<file path="config.mk">
export PLATFORM = sky130hd
export DESIGN_NAME = cfgwin_top
export DESIGN_NICKNAME = d
export VERILOG_FILES = /design/src/rtl/cfgwin_pkg.sv /design/src/rtl/cfgwin_regs.sv /design/src/rtl/cfgwin_lane.sv /design/src/rtl/cfgwin_ctrl.sv /design/src/rtl/cfgwin_top.sv
export SDC_FILE = /design/constraint.sdc
export NUM_CORES = 1
export LEC_CHECK = 0
export ABC_CLOCK_PERIOD_IN_PS = 3000
export BUFFER_PORTS_ARGS = -buffer_cell sky130_fd_sc_hd__buf_4
export CAP_MARGIN = 5
export CORE_MARGIN = 5
export CORE_UTILIZATION = 49
export DETAILED_ROUTE_END_ITERATION = 12
export GPL_ROUTABILITY_DRIVEN = 0
export GPL_TIMING_DRIVEN = 0
export HOLD_SLACK_MARGIN = 0.1
export PLACE_DENSITY = 0.78
export SETUP_SLACK_MARGIN = 0.05
export SKIP_CTS_REPAIR_TIMING = 1
export SLEW_MARGIN = 20
export SYNTH_ARGS = -nofsm -noshare
export SYNTH_HDL_FRONTEND = slang
export SYNTH_SLANG_ARGS = --single-unit
export TNS_END_PERCENT = 1
</file>
<file path="constraint.sdc">
create_clock -name clk_i -period 3 [get_ports clk_i]
set_clock_uncertainty 0.2 [all_clocks]
set_input_delay 0.3 -clock clk_i [delete_from_list [all_inputs] [get_ports clk_i]]
set_output_delay 0.3 -clock clk_i [all_outputs]
set_load 0.02 [all_outputs]
</file>
<file path="src/rtl/cfgwin_pkg.sv">
package cfgwin_pkg;
  localparam int unsigned NB = 4;
  localparam int unsigned DW = 8 * NB;

  typedef enum logic [1:0] {
    SZ_BYTE = 2'd0,
    SZ_HALF = 2'd1,
    SZ_WORD = 2'd2
  } xfer_size_e;

  typedef enum logic [1:0] {
    ST_IDLE = 2'd0,
    ST_XFER = 2'd1,
    ST_DONE = 2'd2
  } win_state_e;
endpackage

</file>
<file path="src/rtl/cfgwin_regs.sv">
module cfgwin_regs
  import cfgwin_pkg::*;
#(
  parameter int unsigned ADDR_W   = 6,
  parameter int unsigned CAP_BASE = 8,
  parameter int unsigned BAR_W    = 8
) (
  input  logic              clk_i,
  input  logic              rst_ni,
  input  logic              wr_en_i,
  input  logic [ADDR_W-1:0] addr_i,
  input  logic [NB-1:0]     be_i,
  input  logic [DW-1:0]     wdata_i,
  input  logic              fill_en_i,
  input  logic [NB-1:0]     fill_mask_i,
  input  logic [DW-1:0]     fill_data_i,
  output logic              win_hit_o,
  output logic [BAR_W-1:0]  bar_o,
  output logic [DW-1:0]     off_o,
  output logic [DW-1:0]     len_o,
  output logic [DW-1:0]     win_o,
  output logic [DW-1:0]     rdata_o
);
  localparam logic [ADDR_W-1:0] A_BAR = ADDR_W'(CAP_BASE);
  localparam logic [ADDR_W-1:0] A_OFF = ADDR_W'(CAP_BASE + 1);
  localparam logic [ADDR_W-1:0] A_LEN = ADDR_W'(CAP_BASE + 2);
  localparam logic [ADDR_W-1:0] A_WIN = ADDR_W'(CAP_BASE + 3);

  logic sel_bar, sel_off, sel_len, sel_win;
  logic [NB-1:0][7:0] off_q, len_q, win_q;
  logic [BAR_W-1:0]   bar_q;

  assign sel_bar = (addr_i == A_BAR);
  assign sel_off = (addr_i == A_OFF);
  assign sel_len = (addr_i == A_LEN);
  assign sel_win = (addr_i == A_WIN);

  always_ff @(posedge clk_i or negedge rst_ni) begin
    if (!rst_ni) begin
      bar_q <= '0;
      off_q <= '0;
      len_q <= '0;
      win_q <= '0;
    end else begin
      if (wr_en_i && sel_bar && be_i[0]) bar_q <= wdata_i[BAR_W-1:0];
      for (int b = 0; b < NB; b++) begin
        if (wr_en_i && be_i[b]) begin
          if (sel_off) off_q[b] <= wdata_i[8*b +: 8];
          if (sel_len) len_q[b] <= wdata_i[8*b +: 8];
          if (sel_win) win_q[b] <= wdata_i[8*b +: 8];
        end
        // back-side fill: only bytes 0..len-1
        if (fill_en_i && fill_mask_i[b]) win_q[b] <= fill_data_i[8*b +: 8];
      end
    end
  end

  assign win_hit_o = sel_win && (|be_i);
  assign bar_o     = bar_q;
  assign off_o     = off_q;
  assign len_o     = len_q;
  assign win_o     = win_q;

  always_comb begin
    rdata_o = '0;
    if (sel_bar) rdata_o = {{(DW-BAR_W){1'b0}}, bar_q};
    if (sel_off) rdata_o = off_q;
    if (sel_len) rdata_o = len_q;
    if (sel_win) rdata_o = win_q;
  end

  p_win_hold_r11: assert property (@(posedge clk_i) disable iff (!rst_ni)
    (!wr_en_i && !fill_en_i) |=> $stable(win_o));
  p_len_hold_r6: assert property (@(posedge clk_i) disable iff (!rst_ni)
    (!wr_en_i) |=> $stable(len_o) && $stable(off_o));
endmodule

</file>
<file path="src/rtl/cfgwin_lane.sv">
module cfgwin_lane
  import cfgwin_pkg::*;
(
  input  logic [DW-1:0] off_i,
  input  logic [DW-1:0] len_i,
  input  logic [DW-1:0] win_i,
  input  logic [DW-1:0] mem_rdata_i,
  output logic          len_ok_o,
  output xfer_size_e    size_o,
  output logic [DW-1:0] addr_o,
  output logic [NB-1:0] be_o,
  output logic [DW-1:0] wdata_o,
  output logic [NB-1:0] fill_mask_o,
  output logic [DW-1:0] fill_data_o
);
  logic [NB-1:0] mask;
  logic [1:0]    lane;

  always_comb begin
    len_ok_o = (len_i == 32'd1) || (len_i == 32'd2) || (len_i == 32'd4);
    unique case (len_i)
      32'd1:   begin size_o = SZ_BYTE; mask = 4'b0001; end
      32'd2:   begin size_o = SZ_HALF; mask = 4'b0011; end
      default: begin size_o = SZ_WORD; mask = 4'b1111; end
    endcase
  end

  assign addr_o      = off_i & ~(len_i - 32'd1);
  assign lane        = addr_o[1:0];
  assign be_o        = mask << lane;
  assign fill_mask_o = mask;

  // little-endian steering: window byte i <-> lane (lane + i)
  for (genvar i = 0; i < NB; i++) begin : g_lane
    logic [1:0] src;
    logic [1:0] dst;
    assign src = 2'(i) - lane;
    assign dst = 2'(i) + lane;
    assign wdata_o[8*i +: 8]     = win_i[8*src +: 8];
    assign fill_data_o[8*i +: 8] = mem_rdata_i[8*dst +: 8];
  end
endmodule

</file>
<file path="src/rtl/cfgwin_ctrl.sv">
module cfgwin_ctrl
  import cfgwin_pkg::*;
(
  input  logic clk_i,
  input  logic rst_ni,
  input  logic cfg_req_i,
  input  logic cfg_we_i,
  input  logic win_hit_i,
  input  logic len_ok_i,
  input  logic mem_ack_i,
  output logic wr_en_o,
  output logic fill_en_o,
  output logic mem_req_o,
  output logic mem_we_o,
  output logic cfg_done_o
);
  win_state_e state_q, state_d;
  logic       we_q;

  always_comb begin
    state_d = state_q;
    unique case (state_q)
      ST_IDLE: if (cfg_req_i) state_d = (win_hit_i && len_ok_i) ? ST_XFER : ST_DONE;
      ST_XFER: if (mem_ack_i) state_d = ST_DONE;
      default: state_d = ST_IDLE;
    endcase
  end

  always_ff @(posedge clk_i or negedge rst_ni) begin
    if (!rst_ni) begin
      state_q <= ST_IDLE;
      we_q    <= 1'b0;
    end else begin
      state_q <= state_d;
      if (state_q == ST_IDLE && cfg_req_i) we_q <= cfg_we_i;
    end
  end

  assign wr_en_o    = (state_q == ST_IDLE) && cfg_req_i && cfg_we_i;
  assign fill_en_o  = (state_q == ST_XFER) && mem_ack_i && !we_q;
  assign mem_req_o  = (state_q == ST_XFER);
  assign mem_we_o   = we_q;
  assign cfg_done_o = (state_q == ST_DONE);

  p_req_hold_r9: assert property (@(posedge clk_i) disable iff (!rst_ni)
    (mem_req_o && !mem_ack_i) |=> mem_req_o);
  p_done_after_ack_r9: assert property (@(posedge clk_i) disable iff (!rst_ni)
    (mem_req_o && mem_ack_i) |=> (cfg_done_o && !mem_req_o));
  p_done_pulse_r3: assert property (@(posedge clk_i) disable iff (!rst_ni)
    cfg_done_o |=> !cfg_done_o);
  p_no_done_in_xfer_r9: assert property (@(posedge clk_i) disable iff (!rst_ni)
    !(cfg_done_o && mem_req_o));
endmodule

</file>
<file path="src/rtl/cfgwin_top.sv">
module cfgwin_top
  import cfgwin_pkg::*;
#(
  parameter int unsigned ADDR_W   = 6,
  parameter int unsigned CAP_BASE = 8,
  parameter int unsigned BAR_W    = 8
) (
  input  logic              clk_i,
  input  logic              rst_ni,
  input  logic              cfg_req_i,
  input  logic              cfg_we_i,
  input  logic [ADDR_W-1:0] cfg_addr_i,
  input  logic [3:0]        cfg_be_i,
  input  logic [31:0]       cfg_wdata_i,
  output logic [31:0]       cfg_rdata_o,
  output logic              cfg_done_o,
  output logic              mem_req_o,
  output logic              mem_we_o,
  output logic [BAR_W-1:0]  mem_bar_o,
  output logic [31:0]       mem_addr_o,
  output logic [1:0]        mem_size_o,
  output logic [3:0]        mem_be_o,
  output logic [31:0]       mem_wdata_o,
  input  logic [31:0]       mem_rdata_i,
  input  logic              mem_ack_i
);
  logic          wr_en, fill_en, win_hit, len_ok;
  logic [NB-1:0] fill_mask;
  logic [DW-1:0] fill_data, off, len, win;
  xfer_size_e    size;

  cfgwin_regs #(
    .ADDR_W  (ADDR_W),
    .CAP_BASE(CAP_BASE),
    .BAR_W   (BAR_W)
  ) u_regs (
    .clk_i      (clk_i),
    .rst_ni     (rst_ni),
    .wr_en_i    (wr_en),
    .addr_i     (cfg_addr_i),
    .be_i       (cfg_be_i),
    .wdata_i    (cfg_wdata_i),
    .fill_en_i  (fill_en),
    .fill_mask_i(fill_mask),
    .fill_data_i(fill_data),
    .win_hit_o  (win_hit),
    .bar_o      (mem_bar_o),
    .off_o      (off),
    .len_o      (len),
    .win_o      (win),
    .rdata_o    (cfg_rdata_o)
  );

  cfgwin_lane u_lane (
    .off_i      (off),
    .len_i      (len),
    .win_i      (win),
    .mem_rdata_i(mem_rdata_i),
    .len_ok_o   (len_ok),
    .size_o     (size),
    .addr_o     (mem_addr_o),
    .be_o       (mem_be_o),
    .wdata_o    (mem_wdata_o),
    .fill_mask_o(fill_mask),
    .fill_data_o(fill_data)
  );

  cfgwin_ctrl u_ctrl (
    .clk_i     (clk_i),
    .rst_ni    (rst_ni),
    .cfg_req_i (cfg_req_i),
    .cfg_we_i  (cfg_we_i),
    .win_hit_i (win_hit),
    .len_ok_i  (len_ok),
    .mem_ack_i (mem_ack_i),
    .wr_en_o   (wr_en),
    .fill_en_o (fill_en),
    .mem_req_o (mem_req_o),
    .mem_we_o  (mem_we_o),
    .cfg_done_o(cfg_done_o)
  );

  assign mem_size_o = size;

  p_len_filter_r6: assert property (@(posedge clk_i) disable iff (!rst_ni)
    mem_req_o |-> (len == 32'd1 || len == 32'd2 || len == 32'd4));
  p_be_count_r8: assert property (@(posedge clk_i) disable iff (!rst_ni)
    mem_req_o |-> ($countones(mem_be_o) == (1 << mem_size_o)));
  p_align_r7: assert property (@(posedge clk_i) disable iff (!rst_ni)
    mem_req_o |-> ((mem_addr_o & ((32'd1 << mem_size_o) - 32'd1)) == 32'd0));
  p_stable_r9: assert property (@(posedge clk_i) disable iff (!rst_ni)
    (mem_req_o && $past(mem_req_o)) |->
      ($stable(mem_addr_o) && $stable(mem_wdata_o) && $stable(mem_be_o) && $stable(mem_bar_o)));
endmodule

</file>
* Yosys cells after proc, flatten, opt, wreduce, memory -nomap -nowiden
Cells that the tools add are included.
** Storage, ports and cells
- Word-level logic and storage cells :: 109
- Input port bits :: 79
- Register bits after elaboration :: 107
- Output and inout bits :: 113
** Operators by class
- Mux-type cells :: 22
- Shift operators :: 9
- Bitwise logic cells :: 2
- Reduce and logical (&&, ||, !) cells :: 42
- Add/subtract/negate cells :: 8
- Equal/unequal tests :: 11
** Operators with widths (count)
- $shiftx 32x6->8 :: 8
- $mux 8 :: 13
- $mux 32 :: 3
- $and 32x32->32 :: 1
- $eq 32x1->1 const B :: 1
- $eq 32x2->1 const B :: 1
- $eq 32x3->1 const B :: 1
- $not 32->32 :: 1
- $sub 32x1->32 const B :: 1
- $reduce_and 2->1 :: 13
- $eq 6x4->1 const B :: 4
- $logic_and 1x1->1 :: 16
- $reduce_bool 2->1 :: 8
- $pmux 2 s2 :: 2
- $pmux 4 s2 :: 1
- $mux 2 :: 3
- $add 2x2->2 const A :: 2
- $reduce_or 4->1 :: 1
- $shl 4x2->4 :: 1
- $sub 1x2->2 const A :: 2
- $sub 2x2->2 const A :: 2
- $add 1x2->2 const A :: 1
- $eq 2x1->1 const B :: 1
- $eq 2x2->1 const B :: 1
- other kinds (5) :: 6

* Longest topological paths before layout
Gate-level depths: netlist (run 1).
- Depth after elaboration :: 7
- Depth in mapped cells :: 11
- Mapped depth without buffers :: 7

* Hierarchy
From an unflattened synthesis (run 1), not the netlist that was laid out.
** Unflattened totals
- Cell total of the unflattened synthesis :: 780
- Area, all modules :: 7805.0 um^2
** Modules (own cells, without submodules)
- cfgwin_regs :: area an instance 5271.3 um^2, times used 1, seq. area each 2602.5 um^2, cells an instance 462
- cfgwin_lane :: area an instance 2373.5 um^2, times used 1, seq. area each 0.0 um^2, cells an instance 301
- cfgwin_ctrl :: area an instance 160.2 um^2, times used 1, seq. area each 75.1 um^2, cells an instance 17

* Worst setup path after synthesis (run 1)
OpenSTA, ideal clock, no wires.
- Kind :: register -> output
- Start point :: register u_regs.len_q (netlist bit u_regs.len_o[0])
- End point :: output port mem_wdata_o[16]
- Setup slack :: -611 ps
- Cell stages (with the launch flop) :: 10
- Data required time :: 2500 ps
- Path buffers :: 6
- Arrival time :: 3111 ps
- Cell sequence :: dfrtp_1 > clkbuf_1 > nand2_1 > buf_2 > buf_4 > buf_2 > ha_1 > clkbuf_1 > clkbuf_1 > mux2i_1
** Between the ends
- Cells in the longest elaborated chain, start to end :: 5
** Ends and longest elaborated chain
- from (decl) :: RTL line cfgwin_regs.sv:30 : logic [NB-1:0][7:0] off_q, len_q, win_q;
- from (signal, indexed assignment) :: RTL line cfgwin_regs.sv:49 : if (sel_len) len_q[b] <= wdata_i[8*b +: 8];
- $sub 32x1->32 :: RTL line cfgwin_lane.sv:28 : assign addr_o = off_i & ~(len_i - 32'd1);
- $not 32->32 :: RTL line cfgwin_lane.sv:28
- $and 32x32->32 :: RTL line cfgwin_lane.sv:28
- $sub 2x2->2 :: RTL line cfgwin_lane.sv:37 : assign src = 2'(i) - lane;
- $shiftx 32x6->8 :: RTL line cfgwin_lane.sv:39 : assign wdata_o[8*i +: 8] = win_i[8*src +: 8];
- to (decl) :: RTL line cfgwin_top.sv:23 : output logic [31:0] mem_wdata_o,
Every way passes these cells.

* Worst setup path in the final report (run 1)
- Start point :: register u_regs.len_q (netlist bit u_regs.len_o[0])
- End point :: output port mem_addr_o[18]
** Between the ends
- Cells in the longest elaborated chain, start to end :: 3
** Ends and longest elaborated chain
- $sub 32x1->32 :: RTL line cfgwin_lane.sv:28
- $not 32->32 :: RTL line cfgwin_lane.sv:28
- $and 32x32->32 :: RTL line cfgwin_lane.sv:28
- to (decl) :: RTL line cfgwin_top.sv:20 : output logic [31:0] mem_addr_o,
Every way passes these cells.

==> results of run 1 <==
[routing by layer]
layer | part of all wire, % | GRT usage (%) | vias to the layer above
li1 | - | - | 3057
met1 | 37 | 38.96 | 3552
met2 | 46 | 44.53 | 575
met3 | 12 | 7.557 | 77
met4 | 3.9 | 14.00 | 0
met5 | 0 | 0 | -
[registers in the layout, indices dropped and copies added (netlist names)]
signal,flops
u_regs.len_o,32
u_regs.off_o,32
u_regs.win_o,32
u_regs.bar_o,8
u_ctrl.state_q,2
u_ctrl.mem_we_o,1
[power groups by stage]
stage | sequential (uW) | clock [uW] | combinational (uW)
after floorplan | 1580 | 0 | 474
after global placement | 1590 | 0 | 814
after detailed placement | 1600 | 0 | 826
after CTS | 1570 | 1310 | 830
after global routing | 1590 | 1360 | 1080
final | 1580 | 1310 | 1020
[worst max-delay path, delay by kind of cell (launching register included)]
family / cells / cell delay, ns
xor gates and xnor gates: 1 / 0.16
and+or+nand+nor: 4 / 0.98
adders and majority gates: 1 / 0.13
DFF: 1 / 0.40
buffers and inverters: 4 / 0.55
[final timing paths]
| path | to | slack [ns] | start |
|---|---|---|---|
| max | mem_addr_o[18] | -0.09 | u_regs.len_o[0] |
| min | u_regs.win_o[13] | 0.23 | mem_rdata_i[21] |
| max reg2reg | u_regs.win_o[24] | 0.09 | u_ctrl.state_q[0] |
| min reg2reg | u_regs.off_o[5] | 0.33 | u_regs.off_o[5] |
| max in group asynchronous | u_regs.off_o[29] | 1.67 | rst_ni |
| min in group asynchronous | u_regs.len_o[11] | 0.25 | rst_ni |
[layout by cell type (no fill, tap or decap), types with 9 or more instances in the layout]
cell             n
clkbuf_1        11
nand2_1         36
clkbuf_16        9
mux2_2          87
a221o_1         13
dfrtp_1        102
nand3_1         10
and3_1          20
buf_4          198
and2_1          22
mux2i_1         69
a222oi_1        24
nor3_1           9
nor2_1          28
buf_6           13
mux4_2          22
mux2i_2         13
xnor2_1         14
inv_1           28
a31oi_1         14
dlygate4sd3_1   35
[cell families after synthesis]
logic type / Yosys count
flip-flops: 107
AND/OR/NAND/NOR: 185
buffers and inverters: 67
multiplexers: 198
XOR/XNOR: 21
adder cells (fa/ha/maj): 5
AO/OA/AOI/OAI: 86
[cell type report]
class                      count  area share, %
multi-input combinational    495          46.23
inverter                      31          1.197
clock buffer                  13          2.442
timing repair buffer         239          18.78
sequential                   107          26.19
clock inverter                 2         0.5861
buffer                        31          2.332
tap                          184          2.247
[per-stage QoR]
stage	total power [uW]	setup TNS [ns]
after detailed placement	2422	-32.85
after CTS	3709	-57.41
after global routing	4022	-1.897
after floorplan	2052	-0.9081
final	3919	-0.7159
after global placement	2408	-27.37
==> results.cfg, run 1 <==
[status]
outcome = finished, violations left
violations = negative setup slack

[power]
vdd_drop_max_uv = 274.0
power_switching_uw = 1178
p_clk_share_pct = 33.4
internal_power_uw = 2741
pwr-share-seq_pct = 40.4
powerDensity_nw_per_um2 = 382.4
p_sw_share_pct = 30.06
combPwrFrac_pct = 26.2
leakagePower_uw = 0.005105

[sta]
whs_ns = 0.2329
rsz0062_at_grt = yes
hold_viol = 0
max_slew.worst_pin.slew_ns = 1.047
relSlewSlack_pct = 30.04
max_freq_mhz = 323.2
setup_viol = 16
fin_crit_ns = 3.094
layout_setup_ws_ns = -0.09409
period_share_pct = 103.1
slew_viol_final = 0

[yosys]
ys_seq_elements = 107
syn_area_per_cell_um2 = 10.93
yosys-mux-area-fraction_pct = 32.36
yosys-top-cells-area = dfrtp_1, mux2_2, mux2i_1, mux4_2, a222oi_1
synth_commonest_cells = dfrtp_1, mux2i_1, mux2_2, nand2_1, nor2_1
synth_top_family_by_area = multiplexers
yosys_warnings = 0
post_synth_fa_ha_maj_area_fraction_pct = 0.8556
netlist_area_um2 = 7312
synth_ff_type = dfrtp_1
synth_cell_types = 56
synth_top_area_share_pct = 36.62
synth_async_sr_flop_share_pct = 100.0
synth_xor_area_share_pct = 2.515
synth_edf_count = 0
synth_nets = 753
synthSimpleGateAreaFrac_pct = 14.22
synth_most_common_cell = dfrtp_1
synth_compound_area_share_pct = 9.685
ys_seq_area_share_pct = 36.62
synth_top_cell_by_area = dfrtp_1
synthCells = 669

[global_routing]
grt_max_degree = 108
grt_pass1_wl_um = 40090
antenna_found_initial = 0
overflow = 0
grt_pass1_vias = 6954
track_usage_pct = 29.24

[setup_path]
critPathKind = reg -> out
cp-end-kind = primary output
cpPeakStageDelay_ns = 0.43
crit_path_frequent_cell = buf_4
path_cells = buf_6, inv_6, ha_4, or3b_4, nor4_4, buf_4, nand3_1, xor2_1, and2_1, buf_4
cp.required_ns = 2.50
reg2reg_depth = 6
arrival_ns = 2.59
crit_fanout = 6
crit_path_top_delay_cell = or3b_4
cp-start-kind = flip-flop

[finish]
final_layout_size_suffix_gt1_share_pct = 44.99
antenna_cells = 0
stdcell_count = 1102
nFillCells = 1063
nNetsFinal = 998
postLayoutCellArea_um2 = 10250
syn_to_final_growth_pct = 40.14
seq_area_um2 = 2684
finish.utilization_pct = 70.24
multi_input_area_um2 = 4737

[worst_hold_path]
worstHoldPathCells = 3
hold_path_class = in -> reg

[placement]
io_buffers = 191
dp.cells = 1044
dp_hpwl_um = 20290
dp_slack_ns = -0.8713
place_area_um2 = 9061

[cts]
cts_max_path_buffers = 2
cts_max_level = 3
tritoncts = built
clk_pin_slew_ns = 0.07
clock_latency_ns = 0.36
cts-root-buf = clkbuf_16
cts_num_sinks = 107
numCtsBuffers = 9

[detailed_routing]
first_pass_iters = 6
drt_wl_total_um = 27570
ant_nets = 0
drt_iter0_markers = 1141
route.detailed.drc = 0
via_per_inst = 6.589
num_vias = 7261
wl_per_cell_um = 25.02

[floorplanning]
coreArea_um2 = 14590
num_rows = 44
die_h_um = 132.2
fp.dieArea_um2 = 17460
start_util_pct = 50.12
die_w_um = 132.2
io_pins = 192

[flow_run]
drv_cap = 0
Note: power is estimated with default switching activity, not from simulation.
==> run 2, diff against run 1 <==
--- a/config.mk
+++ b/config.mk
@@ -5,6 +5,7 @@
 export SDC_FILE = /design/constraint.sdc
 export NUM_CORES = 1
 export LEC_CHECK = 0
+export ABC_AREA = 1
 export ABC_CLOCK_PERIOD_IN_PS = 3000
 export BUFFER_PORTS_ARGS = -buffer_cell sky130_fd_sc_hd__buf_4
 export CAP_MARGIN = 5
@@ -14,9 +15,8 @@
 export GPL_ROUTABILITY_DRIVEN = 0
 export GPL_TIMING_DRIVEN = 0
 export HOLD_SLACK_MARGIN = 0.1
-export PLACE_DENSITY = 0.78
+export PLACE_DENSITY = 0.77
 export SETUP_SLACK_MARGIN = 0.05
-export SKIP_CTS_REPAIR_TIMING = 1
 export SLEW_MARGIN = 20
 export SYNTH_ARGS = -nofsm -noshare
 export SYNTH_HDL_FRONTEND = slang
==> run 2 against run 1 <==
Net effect:
- the flow still finishes with violations (negative setup slack)
- critical path depth up 1
- sequential power about the same
- combinational power barely moved
- via count up 31%
- critical path type unchanged
- largest power group unchanged
==> results.cfg, run 2 <==
[finish]
layout_commonest_cell = nand2_1
nNetsFinal = 1510
final_cell_mix = nand2_1, buf_4, inv_1
stdcell_count = 1642
antenna_cells = 0
final_layout_size_suffix_gt1_share_pct = 22.57
syn_to_final_growth_pct = 33.96

[cts]
cts_num_sinks = 107
clk_pin_slew_ns = 0.08
clock_latency_ns = 0.37
cts_max_level = 3
cts_max_path_buffers = 2
cts-root-buf = clkbuf_16
tritoncts = built
numCtsBuffers = 9

[status]
violations = negative setup slack
outcome = finished, violations left

[sta]
setup_viol = 1
whs_ns = 0.1033
max_freq_mhz = 332.2
max_slew.worst_pin.slew_ns = 0.6690
hold_viol = 0
period_share_pct = 100.4
slew_viol_final = 0
fin_crit_ns = 3.011
rsz0062_at_grt = yes
layout_setup_ws_ns = -0.01052
relSlewSlack_pct = 55.40

[yosys]
synth_edf_count = 0
netlist_area_um2 = 7715
syn_area_per_cell_um2 = 6.505
synth_nets = 1270
synthCells = 1186
synth_async_sr_flop_share_pct = 100.0
ys_seq_area_share_pct = 34.71
synth_commonest_cells = nand2_1, o21ai_0, inv_1, dfrtp_1, nor2_1
yosys_warnings = 0
synth_most_common_cell = nand2_1
yosys-top-cells-area = dfrtp_1, nand2_1, o21ai_0, inv_1, o21ai_1
ys_seq_elements = 107
synth_cell_types = 42
synth_top_area_share_pct = 34.71
synth_top_cell_by_area = dfrtp_1
synth_ff_type = dfrtp_1

[global_routing]
track_usage_pct = 34.48
grt_max_degree = 108
grt_pass1_vias = 8853
overflow = 0
grt_pass1_wl_um = 48620
antenna_found_initial = 0

[setup_path]
path_cells = inv_2, ha_4, nand2_4, buf_8, clkbuf_8, ha_4, clkinv_4, clkbuf_8, nand2_1, o21ai_4, buf_6
reg2reg_to = u_regs.win_o[11]
arrival_ns = 2.51
critPathKind = reg -> out
critPathBufInv = 6
crit_fanout = 11
reg2reg_depth = 12
path_delay_family = buffers and inverters
crit_path_top_delay_cell = dfrtp_1
timing.rr.start = u_regs.len_o[0]
cp.required_ns = 2.50
crit_cells = 11
cp-end-kind = primary output
r2r_slack_ns = 0.37
cpPeakStageDelay_ns = 0.40
cp-start-kind = flip-flop

[floorplanning]
fp.dieArea_um2 = 18350
die_w_um = 135.5
io_pins = 192
coreArea_um2 = 15310
num_rows = 45
die_h_um = 135.5
start_util_pct = 50.38

[worst_hold_path]
hold_path_class = in -> reg
hold_start = cfg_wdata_i[9]
holdPathEnd = u_regs.len_o[9]
worstHoldPathCells = 3

[detailed_routing]
via_per_inst = 5.778
route.detailed.drc = 0
num_vias = 9488
drt_iter0_markers = 1302
first_pass_iters = 6
wl_per_cell_um = 19.72
ant_nets = 0
drt_wl_total_um = 32380

[flow_run]
drv_cap = 0

[power]
leakagePower_uw = 0.005449
powerDensity_nw_per_um2 = 377.9
power_uw = 3906
vdd_drop_max_uv = 305.3

[placement]
io_buffers = 191
dp.cells = 1588
dp_hpwl_um = 24440
-- run 2: cell count changes after synthesis, moves of 20 or more --
| cell | change |
|---|---|
| nor2_1 | +48 |
| mux2i_1 | -81 |
| o21ai_0 | +152 |
| a21oi_1 | +33 |
| mux2_2 | -87 |
| mux4_2 | -22 |
| inv_1 | +117 |
| and3_1 | -20 |
| o21ai_1 | +64 |
| nand3_1 | +51 |
| a222oi_1 | -24 |
| nand2_1 | +321 |
| and2_1 | -22 |
-- run 2: cell families (layout without fill, tap and decap cells) --
group | Yosys count | after routing | share of synthesized area, %
XOR/XNOR | 5 | 5 | 0.5677
multiplexers | 8 | 8 | 1.038
adder cells (fa/ha/maj) | 5 | 5 | 0.8109
flip-flops | 107 | 107 | 34.71
AND/OR/NAND/NOR | 558 | 558 | 31.30
AO/OA/AOI/OAI | 298 | 298 | 20.52
buffers and inverters | 205 | 450 | 11.06
-- run 2: layout make-up --
type / instances / area, um2
Multi-Input combinational cell: 874 / 4294
Inverter: 154 / 588.1
Tap cell: 211 / 264.0
Timing Repair Buffer: 230 / 1847
Sequential cell: 107 / 2678
Fill cell: 1360 / 4980
Buffer: 50 / 351.6
Clock buffer: 10 / 239.0
Clock inverter: 6 / 73.82
-- run 2: timing repair --
action / 4_1_cts / 5_1_grt
cloned: 0 / 0
setup buffers: 4 / 0
hold buffers: 34 / 0
endpoints found under the hold margin: 188 / 0
resized for setup: 46 / 32
pin swaps: 1 / 0
setup endpoints to repair: 52 / 41
-- run 2: layer usage --
layer  track usage (%)  up-vias  wire [um]
li1                  -     4323          -
met1             46.47     4341      12590
met5                 0        -          0
met2             52.41      728      14230
met3             7.987       96       4133
met4             16.46        0       1431
-- run 2: stage by stage --
step                      cell area (um2)   TNS, ns  utilization, %  setup WS (ns)
final                               10330  -0.01052           67.48       -0.01052
after global routing                10330   -0.2367           67.48       -0.05537
after CTS                           10270         0           67.05        0.02310
after detailed placement             9418    -8.739           61.50        -0.5414
after global placement               9414    -8.362           61.47        -0.5014
after floorplan                      7716         0               -        0.09600
-- run 2: worst min-delay path, cell delays in order --
cell and delay [ns]:
buf_4 0.08, inv_1 0.09, o21ai_0 0.17
-- run 2: worst max path at each step --
stage / from / to / slack, ns
after floorplan: u_regs.len_o[0] / mem_wdata_o[0] / 0.1
after global placement: u_regs.len_o[0] / mem_wdata_o[4] / -0.50
after detailed placement: u_regs.len_o[0] / mem_wdata_o[4] / -0.54
after CTS: u_regs.len_o[0] / mem_wdata_o[22] / 0.02
after global routing: u_regs.len_o[0] / mem_wdata_o[0] / -0.06
final: u_regs.len_o[0] / mem_wdata_o[0] / -0.01
-- run 2: power breakdown --
part | internal (uW) | total [uW] | switching, uW
Combinational | 372 | 1020 | 651
Sequential | 1510 | 1590 | 80.2
Clock | 680 | 1290 | 612
Total | 2560 | 3910 | 1340
==> run 3, diff against run 2 <==
--- a/config.mk
+++ b/config.mk
@@ -6,16 +6,16 @@
 export NUM_CORES = 1
 export LEC_CHECK = 0
 export ABC_AREA = 1
-export ABC_CLOCK_PERIOD_IN_PS = 3000
+export ABC_CLOCK_PERIOD_IN_PS = 3660
 export BUFFER_PORTS_ARGS = -buffer_cell sky130_fd_sc_hd__buf_4
 export CAP_MARGIN = 5
 export CORE_MARGIN = 5
-export CORE_UTILIZATION = 49
+export CORE_UTILIZATION = 59
 export DETAILED_ROUTE_END_ITERATION = 12
 export GPL_ROUTABILITY_DRIVEN = 0
 export GPL_TIMING_DRIVEN = 0
 export HOLD_SLACK_MARGIN = 0.1
-export PLACE_DENSITY = 0.77
+export PLACE_DENSITY = 0.87
 export SETUP_SLACK_MARGIN = 0.05
 export SLEW_MARGIN = 20
 export SYNTH_ARGS = -nofsm -noshare
==> constraint.sdc (replaced) <==
create_clock -name clk_i -period 3.66 [get_ports clk_i]
set_clock_uncertainty 0.2 [all_clocks]
set_input_delay 0.366 -clock clk_i [delete_from_list [all_inputs] [get_ports clk_i]]
set_output_delay 0.366 -clock clk_i [all_outputs]
set_load 0.02 [all_outputs]
==> run 3 against run 2 <==
Net effect:
- the flow now finishes without violations
- count of clock-buffer cells in the layout up 1
- highest routed layer unchanged
- sequential power shrank 18%
- wire length fell by 6.2%
- non-clock buffer count shrank 27
- first-iteration DRC count up 13%
- die area is 16% lower
- critical endpoint is now mem_wdata_o[4]
- final cell count fell by 4.1%
- sequential share of layout area grew 1.4 points
- utilization rose by 9.6 points
- global-route usage grew 3.6 points
- combinational power fell by 23%
- register-to-register slack better by 0.44 ns
==> results.cfg, run 3 (synthesis results as in run 2) <==
[detailed_routing]
first_pass_iters = 7
via_per_inst = 6.025
drt_iter0_markers = 1472
ant_nets = 0
route.detailed.drc = 0
wl_per_cell_um = 19.29
num_vias = 9489
drt_wl_total_um = 30390

[sta]
max_slew.worst_pin.slew_ns = 1.009
whs_ns = 0.09910
relSlewSlack_pct = 32.71
fin_crit_ns = 3.371
rsz0062_at_grt = no
hold_viol = 0
setup_viol = 0
setup_tns_ns = 0
slew_viol_final = 0
period_share_pct = 92.10
max_freq_mhz = 296.7

[power]
leakagePower_uw = 0.005219
powerDensity_nw_per_um2 = 315.3
vdd_drop_max_uv = 234.3

[setup_path]
cp-start-kind = flip-flop
timing.rr.start = u_regs.len_o[0]
crit_end = mem_wdata_o[4]
critPathKind = reg -> out
cp-startpoint = u_regs.len_o[0]
arrival_ns = 2.80
crit_fanout = 11
reg2reg_to = u_regs.win_o[14]
cp-end-kind = primary output
path_cells = nand2_1, buf_2, buf_2, buf_2, ha_2, clkinv_2, clkbuf_2, nand2_1, o21ai_1, buf_4
reg2reg_depth = 11
r2r_slack_ns = 0.81
crit_path_top_delay_cell = dfrtp_1
crit_path_frequent_cell = buf_2
cp.required_ns = 3.09
cpPeakStageDelay_ns = 0.43

[floorplanning]
die_w_um = 124.4
num_rows = 41
io_pins = 192
start_util_pct = 60.64
fp.dieArea_um2 = 15460
die_h_um = 124.4
coreArea_um2 = 12720

[finish]
finish.utilization_pct = 77.06
syn_to_final_growth_pct = 27.07
antenna_cells = 0
layout_commonest_cell = nand2_1
nFillCells = 1022
final_cell_mix = nand2_1, buf_4, o21ai_0
final_layout_size_suffix_gt1_share_pct = 20.74
nNetsFinal = 1483

[flow_run]
drv_cap = 0

[placement]
io_buffers = 191
dp_hpwl_um = 23760

[cts]
cts_num_sinks = 107
numCtsBuffers = 9
cts_max_level = 3
clock_latency_ns = 0.36
tritoncts = built
cts_setup_buffers = 0
clk_pin_slew_ns = 0.07
cts_max_path_buffers = 2
cts-root-buf = clkbuf_16

[global_routing]
antenna_found_initial = 0
overflow = 0
grt_pass1_vias = 8827
track_usage_pct = 38.08
grt_max_degree = 108
grt_pass1_wl_um = 47090

[worst_hold_path]
hold_path_class = in -> reg

[status]
outcome = complete, no violations
run 3: changes by cell type in the layout (fill, tap and decap cells not counted), moves of 4 or more:
| cell | previous run | this run |
|---|---|---|
| dlygate4sd3_1 | 34 | 13 |
| buf_2 | 20 | 24 |
| buf_6 | 14 | 8 |
| o21ai_0 | 143 | 156 |
| clkbuf_2 | 6 | 2 |
| o21ai_2 | 8 | 0 |
| clkbuf_1 | 6 | 14 |
run 3: worst max-delay path, delay by kind of cell (launching register included):
family	cells	cell delay [ns]
fa+ha+maj	1	0.38
buf+inv	6	1.24
compound gates	1	0.13
simple gates	2	0.24
flops	1	0.43
run 3: worst min path at each step:
stage                                   to  cells past startpoint  slack (ns)             start
after global routing      u_regs.len_o[14]                      3        0.11   cfg_wdata_i[14]
after floorplan            u_ctrl.mem_we_o                      0       -0.13            rst_ni
after global placement    u_regs.off_o[18]                      2        0.27  u_regs.off_o[18]
after detailed placement  u_regs.off_o[26]                      2        0.28  u_regs.off_o[26]
after CTS                 u_regs.len_o[21]                      3        0.11   cfg_wdata_i[21]
final                     u_regs.off_o[30]                      3         0.1   cfg_wdata_i[30]
run 3: timing repair:
item	4_1_cts	5_1_grt
resized for setup	3	9
hold endpoints to repair	121	0
pin swaps	0	0
hold buffers	13	0
setup endpoints to repair	14	9
run 3: where the power goes:
| group | switching, uW | total [uW] | internal [uW] |
|---|---|---|---|
| Clock | 451 | 997 | 546 |
| Combinational | 513 | 790 | 276 |
| Sequential | 66.0 | 1300 | 1240 |
| Total | 1030 | 3090 | 2060 |
run 3: per-stage QoR:
step           total power [uW]  area (um2)  std cells  setup slack (ns)
3_3_place_gp               2058        9364       1549           -0.1281
4_1_cts                    3052        9792       1576           0.05828
6_report                   3091        9803       1575            0.2893
5_1_grt                    3204        9803       1575            0.1235
3_5_place_dp               2073        9368       1549           -0.1097
2_1_floorplan              1744        7715       1186            0.4391
run 3: per-layer routing:
layer	wire, um	share of wire, %	vias up	track usage (%)
li1	-	-	4267	-
met1	11160	37	4231	50.10
met2	12910	42	842	57.12
met3	4590	15	149	11.41
met4	1734	5.7	0	18.83
met5	0	0	-	0
run 3: area by class of cell:
| class | count | area [um2] | share of cell area [%] |
|---|---|---|---|
| clock inverter | 4 | 51.30 | 0.5233 |
| tap | 172 | 215.2 | 2.195 |
| inverter | 154 | 583.1 | 5.948 |
| clock buffer | 11 | 242.7 | 2.476 |
| multi-input combinational | 874 | 4189 | 42.73 |
| buffer | 49 | 276.5 | 2.821 |
| sequential | 107 | 2678 | 27.31 |
| timing repair buffer | 204 | 1568 | 15.99 |
